$ cat config.mk
export PLATFORM = sky130hd
export DESIGN_NAME = fft_tg_engine
export DESIGN_NICKNAME = d
export VERILOG_FILES = /design/src/rtl/fft_tg_pkg.sv /design/src/rtl/fft_tg_rom.sv /design/src/rtl/fft_tg_bfly.sv /design/src/rtl/fft_tg_sched.sv /design/src/rtl/fft_tg_engine.sv
export SDC_FILE = /design/constraint.sdc
export NUM_CORES = 2
export LEC_CHECK = 0
export BUFFER_PORTS_ARGS = -buffer_cell sky130_fd_sc_hd__buf_2
export CAP_MARGIN = 20
export CORE_ASPECT_RATIO = 0.75
export CORE_UTILIZATION = 60
export CTS_BUF_LIST = sky130_fd_sc_hd__clkbuf_4 sky130_fd_sc_hd__clkbuf_8 sky130_fd_sc_hd__clkbuf_16
export CTS_CLUSTER_DIAMETER = 200
export DETAILED_ROUTE_END_ITERATION = 10
export PLACE_DENSITY = 0.76
export SYNTH_ARGS = -nofsm -noshare
export SYNTH_HDL_FRONTEND = slang
export SYNTH_SLANG_ARGS = --single-unit
export TNS_END_PERCENT = 1
$ cat constraint.sdc
create_clock -name clk -period 29.4 [get_ports clk]
set_clock_uncertainty 0.1 [all_clocks]
set_input_delay 7.35 -clock clk [delete_from_list [all_inputs] [get_ports clk]]
set_output_delay 7.35 -clock clk [all_outputs]
set_load 0.02 [all_outputs]
$ cat src/rtl/fft_tg_pkg.sv
`timescale 1ns/1ps
package fft_tg_pkg;

   // engine sequencing: one state per clock of a butterfly, plus a twiddle fetch slot
   typedef enum logic [2:0] {
      ST_IDLE,
      ST_FETCH,
      ST_RDA,
      ST_RDB,
      ST_WRA,
      ST_WRB
   } eng_state_t;

endpackage

$ cat src/rtl/fft_tg_rom.sv
`timescale 1ns/1ps
// Twiddle table: entry k holds cos(2*pi*k/N) and -sin(2*pi*k/N) in Q(FRAC) format.
module fft_tg_rom #(
   parameter int N    = 16,
   parameter int TW   = 16,
   parameter int FRAC = 14,
   parameter int IW   = 5
) (
   input  logic [IW-1:0]        idx,
   output logic signed [TW-1:0] w_re,
   output logic signed [TW-1:0] w_im
);
   localparam int  HALF  = N / 2;
   localparam real SCALE = real'(1 << FRAC);

   if (TW < FRAC + 2) begin : g_bad_width
      $error("fft_tg_rom: TW must hold FRAC fraction bits, a unit bit and a sign");
   end

   logic signed [TW-1:0] cos_t [HALF];
   logic signed [TW-1:0] nsin_t [HALF];

   for (genvar k = 0; k < HALF; k++) begin : g_entry
      localparam real ANG = 6.283185307179586 * k / N;
      localparam int  CV  = $rtoi($floor(SCALE * $cos(ANG) + 0.5));
      localparam int  SV  = $rtoi($floor(-SCALE * $sin(ANG) + 0.5));
      assign cos_t[k]  = TW'(CV);
      assign nsin_t[k] = TW'(SV);
   end

   always_comb begin
      w_re = '0;
      w_im = '0;
      for (int k = 0; k < HALF; k++) begin
         if (idx == IW'(k)) begin
            w_re = cos_t[k];
            w_im = nsin_t[k];
         end
      end
   end
endmodule

$ cat src/rtl/fft_tg_bfly.sv
`timescale 1ns/1ps
// DIF butterfly with per-butterfly halving: upper = (a+b)/2, lower = (a-b)*w/2.
module fft_tg_bfly #(
   parameter int DW   = 16,
   parameter int TW   = 16,
   parameter int FRAC = 14
) (
   input  logic signed [DW-1:0] a_re,
   input  logic signed [DW-1:0] a_im,
   input  logic signed [DW-1:0] b_re,
   input  logic signed [DW-1:0] b_im,
   input  logic signed [TW-1:0] w_re,
   input  logic signed [TW-1:0] w_im,
   input  logic                 unity,
   output logic signed [DW-1:0] s_re,
   output logic signed [DW-1:0] s_im,
   output logic signed [DW-1:0] d_re,
   output logic signed [DW-1:0] d_im
);
   localparam int PW = DW + TW + 2;
   localparam logic signed [PW-1:0] MAXV = PW'((1 << (DW-1)) - 1);
   localparam logic signed [PW-1:0] MINV = -MAXV - PW'(1);
   localparam logic signed [PW-1:0] HALF_LSB = PW'(1) <<< FRAC;

   function automatic logic signed [DW-1:0] clamp(input logic signed [PW-1:0] x);
      if (x > MAXV)      return MAXV[DW-1:0];
      else if (x < MINV) return MINV[DW-1:0];
      else               return x[DW-1:0];
   endfunction

   logic signed [PW-1:0] ar, ai, br, bi, dr, di, wr, wi;
   logic signed [PW-1:0] pr, pi, ur, ui;

   always_comb begin
      ar = PW'(a_re);  ai = PW'(a_im);
      br = PW'(b_re);  bi = PW'(b_im);
      wr = PW'(w_re);  wi = PW'(w_im);
      dr = ar - br;
      di = ai - bi;
      s_re = clamp((ar + br + PW'(1)) >>> 1);
      s_im = clamp((ai + bi + PW'(1)) >>> 1);
      // twiddled path: one rounding covers both the Q(FRAC) product and the halving
      pr = (dr * wr - di * wi + HALF_LSB) >>> (FRAC + 1);
      pi = (dr * wi + di * wr + HALF_LSB) >>> (FRAC + 1);
      // unity path: no multiply
      ur = (dr + PW'(1)) >>> 1;
      ui = (di + PW'(1)) >>> 1;
      d_re = unity ? clamp(ur) : clamp(pr);
      d_im = unity ? clamp(ui) : clamp(pi);
   end
endmodule

$ cat src/rtl/fft_tg_sched.sv
`timescale 1ns/1ps
// Butterfly address scheduler: phase one walks super-stages grouped by twiddle,
// phase two walks the unity-twiddle butterflies stage by stage.
module fft_tg_sched #(
   parameter int N  = 16,
   parameter int AW = 4
) (
   input  logic          clk,
   input  logic          rst_n,
   input  logic          init,
   input  logic          step,
   output logic [AW-1:0] addr_a,
   output logic [AW-1:0] addr_b,
   output logic [AW:0]   tw_idx,
   output logic          unity,
   output logic          last,
   output logic          new_tw
);
   localparam int P = AW + 1;

   logic          phase2, nx_phase2;
   logic [AW-1:0] ss0, nx_ss0, st, nx_st;
   logic [P-1:0]  tw, nx_tw, i0, nx_i0;
   logic [P-1:0]  n3, n4, i0_adv, tw_adv;

   always_comb begin
      n3        = P'(N) >> st;
      n4        = n3 >> 1;
      i0_adv    = i0 + n3;
      tw_adv    = tw + (P'(2) << ss0);
      nx_phase2 = phase2;
      nx_ss0    = ss0;
      nx_st     = st;
      nx_tw     = tw;
      nx_i0     = i0;
      new_tw    = 1'b0;
      last      = 1'b0;
      if (i0_adv < P'(N)) begin
         nx_i0 = i0_adv;
      end else if (!phase2) begin
         if (st < ss0) begin
            nx_st = st + 1'b1;
            nx_i0 = tw >> (st + 1'b1);
         end else if (tw_adv < P'(N/2)) begin
            nx_tw  = tw_adv;
            nx_st  = '0;
            nx_i0  = tw_adv;
            new_tw = 1'b1;
         end else if (ss0 < AW'(AW-2)) begin
            nx_ss0 = ss0 + 1'b1;
            nx_tw  = P'(1) << (ss0 + 1'b1);
            nx_st  = '0;
            nx_i0  = P'(1) << (ss0 + 1'b1);
            new_tw = 1'b1;
         end else begin
            nx_phase2 = 1'b1;
            nx_st     = '0;
            nx_tw     = '0;
            nx_i0     = '0;
         end
      end else if (st < AW'(AW-1)) begin
         nx_st = st + 1'b1;
         nx_i0 = '0;
      end else begin
         last = 1'b1;
      end
   end

   always_ff @(posedge clk or negedge rst_n) begin
      if (!rst_n) begin
         phase2 <= 1'b0;
         ss0    <= '0;
         st     <= '0;
         tw     <= '0;
         i0     <= '0;
      end else if (init) begin
         phase2 <= 1'b0;
         ss0    <= '0;
         st     <= '0;
         tw     <= P'(1);
         i0     <= P'(1);
      end else if (step && !last) begin
         phase2 <= nx_phase2;
         ss0    <= nx_ss0;
         st     <= nx_st;
         tw     <= nx_tw;
         i0     <= nx_i0;
      end
   end

   assign addr_a = i0[AW-1:0];
   assign addr_b = AW'(i0 + n4);
   assign tw_idx = tw;
   assign unity  = phase2;

   AST_PAIR_IN_RANGE: assert property (@(posedge clk) disable iff (!rst_n)
      step |-> ((i0 + n4) < P'(N)));
   AST_TW_NONZERO: assert property (@(posedge clk) disable iff (!rst_n)
      (step && !phase2) |-> (tw != '0));
endmodule

$ cat src/rtl/fft_tg_engine.sv
`timescale 1ns/1ps
module fft_tg_engine #(
   parameter int N    = 16,
   parameter int DW   = 16,
   parameter int TW   = 16,
   parameter int FRAC = 14,
   parameter int AW   = $clog2(N)
) (
   input  logic                 clk,
   input  logic                 rst_n,
   input  logic                 ld_en,
   input  logic [AW-1:0]        ld_addr,
   input  logic signed [DW-1:0] ld_re,
   input  logic signed [DW-1:0] ld_im,
   input  logic                 start,
   input  logic [AW-1:0]        rd_addr,
   output logic signed [DW-1:0] rd_re,
   output logic signed [DW-1:0] rd_im,
   output logic                 busy,
   output logic                 done
);
   import fft_tg_pkg::*;

   if (N < 4 || (1 << AW) != N) begin : g_bad_n
      $error("fft_tg_engine: N must be a power of two, at least 4");
   end

   eng_state_t state, nx_state;

   logic signed [DW-1:0] mem_re [N];
   logic signed [DW-1:0] mem_im [N];
   logic signed [DW-1:0] a_re, a_im, b_re, b_im;
   logic signed [DW-1:0] s_re, s_im, d_re, d_im;
   logic signed [TW-1:0] w_re, w_im, rom_re, rom_im;
   logic [AW-1:0]        addr_a, addr_b;
   logic [AW:0]          tw_idx;
   logic                 unity, last, new_tw, init, step;
   logic [AW:0]          fetch_cnt, unity_cnt;

   assign init = (state == ST_IDLE) && start;
   assign step = (state == ST_WRB);
   assign busy = (state != ST_IDLE);

   fft_tg_sched #(.N(N), .AW(AW)) u_sched (
      .clk(clk), .rst_n(rst_n), .init(init), .step(step),
      .addr_a(addr_a), .addr_b(addr_b), .tw_idx(tw_idx),
      .unity(unity), .last(last), .new_tw(new_tw)
   );

   fft_tg_rom #(.N(N), .TW(TW), .FRAC(FRAC), .IW(AW+1)) u_rom (
      .idx(tw_idx), .w_re(rom_re), .w_im(rom_im)
   );

   fft_tg_bfly #(.DW(DW), .TW(TW), .FRAC(FRAC)) u_bfly (
      .a_re(a_re), .a_im(a_im), .b_re(b_re), .b_im(b_im),
      .w_re(w_re), .w_im(w_im), .unity(unity),
      .s_re(s_re), .s_im(s_im), .d_re(d_re), .d_im(d_im)
   );

   always_comb begin
      nx_state = state;
      unique case (state)
         ST_IDLE:  if (start) nx_state = ST_FETCH;
         ST_FETCH: nx_state = ST_RDA;
         ST_RDA:   nx_state = ST_RDB;
         ST_RDB:   nx_state = ST_WRA;
         ST_WRA:   nx_state = ST_WRB;
         ST_WRB:   nx_state = last ? ST_IDLE : (new_tw ? ST_FETCH : ST_RDA);
         default:  nx_state = ST_IDLE;
      endcase
   end

   always_ff @(posedge clk or negedge rst_n) begin
      if (!rst_n) begin
         state     <= ST_IDLE;
         done      <= 1'b0;
         a_re      <= '0;  a_im <= '0;
         b_re      <= '0;  b_im <= '0;
         w_re      <= '0;  w_im <= '0;
         rd_re     <= '0;  rd_im <= '0;
         fetch_cnt <= '0;
         unity_cnt <= '0;
      end else begin
         state <= nx_state;
         done  <= step && last;
         rd_re <= mem_re[rd_addr];
         rd_im <= mem_im[rd_addr];
         if (init) begin
            fetch_cnt <= '0;
            unity_cnt <= '0;
         end
         if (state == ST_FETCH) begin
            w_re      <= rom_re;
            w_im      <= rom_im;
            fetch_cnt <= fetch_cnt + 1'b1;
         end
         if (state == ST_RDA) begin
            a_re <= mem_re[addr_a];
            a_im <= mem_im[addr_a];
         end
         if (state == ST_RDB) begin
            b_re <= mem_re[addr_b];
            b_im <= mem_im[addr_b];
         end
         if (step && unity) unity_cnt <= unity_cnt + 1'b1;
      end
   end

   // single write port: engine writes while busy, loads only while idle
   always_ff @(posedge clk) begin
      if (state == ST_WRA) begin
         mem_re[addr_a] <= s_re;
         mem_im[addr_a] <= s_im;
      end else if (state == ST_WRB) begin
         mem_re[addr_b] <= d_re;
         mem_im[addr_b] <= d_im;
      end else if (state == ST_IDLE && ld_en) begin
         mem_re[ld_addr] <= ld_re;
         mem_im[ld_addr] <= ld_im;
      end
   end

   AST_DONE_PULSE: assert property (@(posedge clk) disable iff (!rst_n)
      done |=> !done);
   AST_DONE_IDLE: assert property (@(posedge clk) disable iff (!rst_n)
      done |-> !busy);
   AST_FETCH_ONCE: assert property (@(posedge clk) disable iff (!rst_n)
      done |-> (fetch_cnt == (AW+1)'(N/2 - 1)));
   AST_UNITY_COUNT: assert property (@(posedge clk) disable iff (!rst_n)
      done |-> (unity_cnt == (AW+1)'(N - 1)));
   AST_NO_RESTART: assert property (@(posedge clk) disable iff (!rst_n)
      (busy && !step) |=> busy);
endmodule

==> results.txt <==
- IO Pins: 78
- The largest single stage delay on the critical path is 0.86 ns.
- Setup slack of the most critical reg-to-reg path: 16.14 ns
* Commonest cells in the synthesized netlist: sky130_fd_sc_hd__inv_1, sky130_fd_sc_hd__fa_1, sky130_fd_sc_hd__ha_1
* Antenna violations before repair: 4
- In this run the number of cells on the critical path is 42.
- After clock tree synthesis, the flow added hold-fix buffers numbering 0.
- In the routed layout, each cell is associated on average with a via count of 6.33.
- Setup violations, final: 0
- Dominant cell type by area after synthesis: sky130_fd_sc_hd__fa_1
- Clock root buffer: sky130_fd_sc_hd__clkbuf_16
- The tree built by TritonCTS fans out to 649 sinks.
* Run status: finished clean
- The core region is 0.131 sq mm.
- Critical Setup Path Class: reg2reg
* Chip width: 423 microns
* Setup bufs post-CTS: 0
- Synthesized area per cell: 11.2 sq um
- In the final design database the tool counted 8,721 nets.
* Post-route setup TNS: 0 ns
- Capture instance of the worst register-to-register path: mem_re[13][11]
- The detailed router finished its first iteration with 6,519 violations.
- Worst-case reg-to-reg path depth: 42
- Final count of pins violating max slew: 0
* Synth cell types: 95
- Proportion of synthesized flip-flops having asynchronous set or reset: 21.1%
* Proportion of layout cells with a drive suffix above 1: 12.8%
* Post-Synthesis Cells: 7,110
- Static timing analysis puts the maximum clock frequency at 0.0754 GHz.
* Number of port buffers: 77
- First-pass GRT wire length: 352,000 microns
* Endpoint class of the critical path: register
- At the pin with the least slew margin, the transition time is 1.15 ns.
- Number of synthesized flops with an enable pin: 512
- Fraction of the yosys area taken by sequential cells: 23.6%
* Leading cell types by total area after synthesis: sky130_fd_sc_hd__fa_1, sky130_fd_sc_hd__edfxtp_1, sky130_fd_sc_hd__mux4_2
- Most Frequent Cell on Critical Path: sky130_fd_sc_hd__fa_1
- Seq cells post-synth: 649
* CTS H-tree lvls: 2
* Detailed-route DRC error count: 0
- Reg clk slew, reported paths: 0.07 ns
- Instance area at placement: 0.0822 sq mm
* Setup repair after global routing missed its margin: false
- Total Wirelength: 227,000 microns
- Synth Warn #: 0
- TritonCTS built the clock tree.
* Syn Std Cell Area: 0.0797 sq mm
- Hold timing on the final database bottoms out at a slack of 0.416 ns.
- For the worst setup path, the data arrival time is 13.43 ns.
- Data required time at the worst endpoint: 29.57 ns
- Along the worst path, the maximum fanout reaches 25.
- Portion of the clock cycle consumed by the worst path in the final layout: 45.1%
- Element type at the critical path start: register
- Synth top area share: 25.4%
* Full die area: 0.134 sq mm
* Die extent in y: 318 microns
- Among all stages on the critical path, the largest delay is contributed by sky130_fd_sc_hd__a21oi_1.
* Layout Area Growth over Synthesis: 5.42%
- Summed area of non-filler cells in the final layout: 0.0840 sq mm
- Global routing finished with a remaining overflow of 0.
- Across all layers, the routed design uses 55,800 vias.
- The number of global-route vias before repair was 58,300.
* Synth Flop Type: sky130_fd_sc_hd__edfxtp_1
- Total iterations of the first detailed-routing run: 6
* Clock Path Buffers: 3
* Layout filler cell count: 9,918
- For this configuration, the core starts out at a cell density of 60.7%.
- Gr usage total: 34.5%
* End point of the critical path: mem_re[13][11]
* CTS resizes: 0
- Largest net degree at the start of global routing: 93
- Row count: 115
* Count of max-cap constraint violations: 0
* Critical path launch point: a_im[0]
- Final Util: 63.9%
- Placer congestion estimate: 0.984
- Synthesis produced a netlist with a net count of 8,804.
- The min-delay analysis places its worst path in the category reg2reg.
- Among cell families on the critical path, the largest total delay comes from compound AO/OA/AOI/OAI gates.
- In the post-synthesis netlist, the cell with the most instances is sky130_fd_sc_hd__inv_1.
- The count of endpoints failing hold in the final timing report came to 0.
- The detail route stage leaves a number of antenna-violating nets equal to 0.
- Relative max-transition margin: 22.8%
- Clk Latency, worst-skew pair: 0.64 ns
- After detailed routing, the average wire length per cell comes to 25.7 microns.
- The startpoint identified for the worst register-to-register timing path is a_im[0].
- Detailed placement finished with a half-perimeter wire length of 169,000 microns.
- Worst Path Buf+Inv: 4
- Clock buffer count from CTS: 52
- Subtracting the final worst setup slack from the clock period gives 13.26 ns.
-- flip-flops by register name, indices dropped and copies added (netlist names) --
| register | count |
|---|---|
| rd_im | 16 |
| u_sched.unity | 1 |
| b_re | 16 |
| u_sched.i0 | 5 |
| mem_re | 256 |
| b_im | 16 |
| w_im | 7 |
| u_sched.tw_idx | 5 |
| rd_re | 16 |
| a_im | 16 |
| done | 1 |
| mem_im | 256 |
| a_re | 16 |
| w_re | 11 |
| u_sched.ss0 | 4 |
| u_sched.st | 4 |
| state | 3 |
-- layout by cell type, fill, tap and decap left out, types with 19 or more instances in the layout --
| master | synthesis | layout |
|---|---|---|
| sky130_fd_sc_hd__inv_1 | 1349 | 1348 |
| sky130_fd_sc_hd__fa_1 | 1011 | 1010 |
| sky130_fd_sc_hd__ha_1 | 639 | 638 |
| sky130_fd_sc_hd__nand2_1 | 528 | 527 |
| sky130_fd_sc_hd__edfxtp_1 | 512 | 512 |
| sky130_fd_sc_hd__mux4_2 | 448 | 448 |
| sky130_fd_sc_hd__and2_1 | 293 | 293 |
| sky130_fd_sc_hd__nor2_1 | 294 | 278 |
| sky130_fd_sc_hd__a21oi_1 | 232 | 228 |
| sky130_fd_sc_hd__xnor2_1 | 228 | 214 |
| sky130_fd_sc_hd__o21ai_0 | 180 | 180 |
| sky130_fd_sc_hd__dfrtp_1 | 137 | 128 |
| sky130_fd_sc_hd__buf_4 | 1 | 112 |
| sky130_fd_sc_hd__a21o_1 | 93 | 93 |
| sky130_fd_sc_hd__xor2_1 | 78 | 74 |
| sky130_fd_sc_hd__buf_2 | 13 | 74 |
| sky130_fd_sc_hd__nor2b_1 | 68 | 68 |
| sky130_fd_sc_hd__mux2_2 | 63 | 63 |
| sky130_fd_sc_hd__nand3_1 | 58 | 58 |
| sky130_fd_sc_hd__clkbuf_16 | 0 | 54 |
| sky130_fd_sc_hd__nor3_1 | 52 | 52 |
| sky130_fd_sc_hd__mux2i_1 | 39 | 39 |
| sky130_fd_sc_hd__o21bai_1 | 37 | 37 |
| sky130_fd_sc_hd__nand2b_1 | 34 | 34 |
| sky130_fd_sc_hd__o21a_1 | 32 | 32 |
| sky130_fd_sc_hd__a211oi_1 | 33 | 30 |
| sky130_fd_sc_hd__o211ai_1 | 20 | 20 |
| sky130_fd_sc_hd__a31oi_1 | 20 | 19 |
| sky130_fd_sc_hd__nand4_1 | 19 | 19 |
-- worst reg2reg max path: cells and delay by family (launching register included) --
family	cells	cell delay, ns
compound gates	18	4.97
fa+ha+maj	11	4.63
simple gates	6	1.47
mux	2	0.93
flops	1	0.37
buf+inv	4	0.26
xor+xnor	1	0.17
-- cell type report --
| cell class | instances | area, sq um | area share, % |
|---|---|---|---|
| Sequential cell | 649 | 18800 | 22.4 |
| Clock buffer | 72 | 1510 | 1.80 |
| Antenna cell | 1 | 2.50 | 0.00298 |
| Timing Repair Buffer | 189 | 1260 | 1.50 |
| Clock inverter | 23 | 256 | 0.305 |
| Inverter | 1351 | 5070 | 6.04 |
| Tap cell | 1755 | 2200 | 2.61 |
| Multi-Input combinational cell | 4784 | 54900 | 65.3 |
-- logic make-up (layout without fill, tap and decap cells) --
kind of cell,Yosys count,count (layout),share of synthesized area [%]
AND/OR/NAND/NOR,1425,1425,8.53
multiplexers,551,551,14.1
adder cells (fa/ha/maj),1650,1650,35.4
AO/OA/AOI/OAI,852,852,7.08
other,0,1,0
XOR/XNOR,306,306,3.36
buffers and inverters,1677,1635,7.93
flip-flops,649,649,23.6
-- through the flow --
stage          setup WS, ns  std cells
6_report              16.14       8824
5_1_grt               15.34       8823
4_1_cts               16.34       8819
3_5_place_dp          16.37       8724
3_3_place_gp          16.64       8724
2_1_floorplan         17.66       7110
-- routing by layer --
metal	wire length (microns)	GRT usage [%]	vias to the layer above
met3	32700	11.6	490
met4	8360	10.6	4
li1	-	-	23700
met5	28	0	-
met1	89000	49.9	28000
met2	97100	49.6	3628
-- worst min path at each step --
stage,from,to,depth (start not counted)
after floorplan,b_im[0],b_im[0],2
after global placement,w_im[7],w_im[7],1
after detailed placement,w_im[7],w_im[7],1
after CTS,b_im[6],b_im[6],2
after global routing,b_re[4],b_re[4],2
final,w_im[7],w_im[7],1
Power is left out: the tool's default activity adds up to more than one toggle a clock period on the data nets, which glitch-free logic cannot reach.
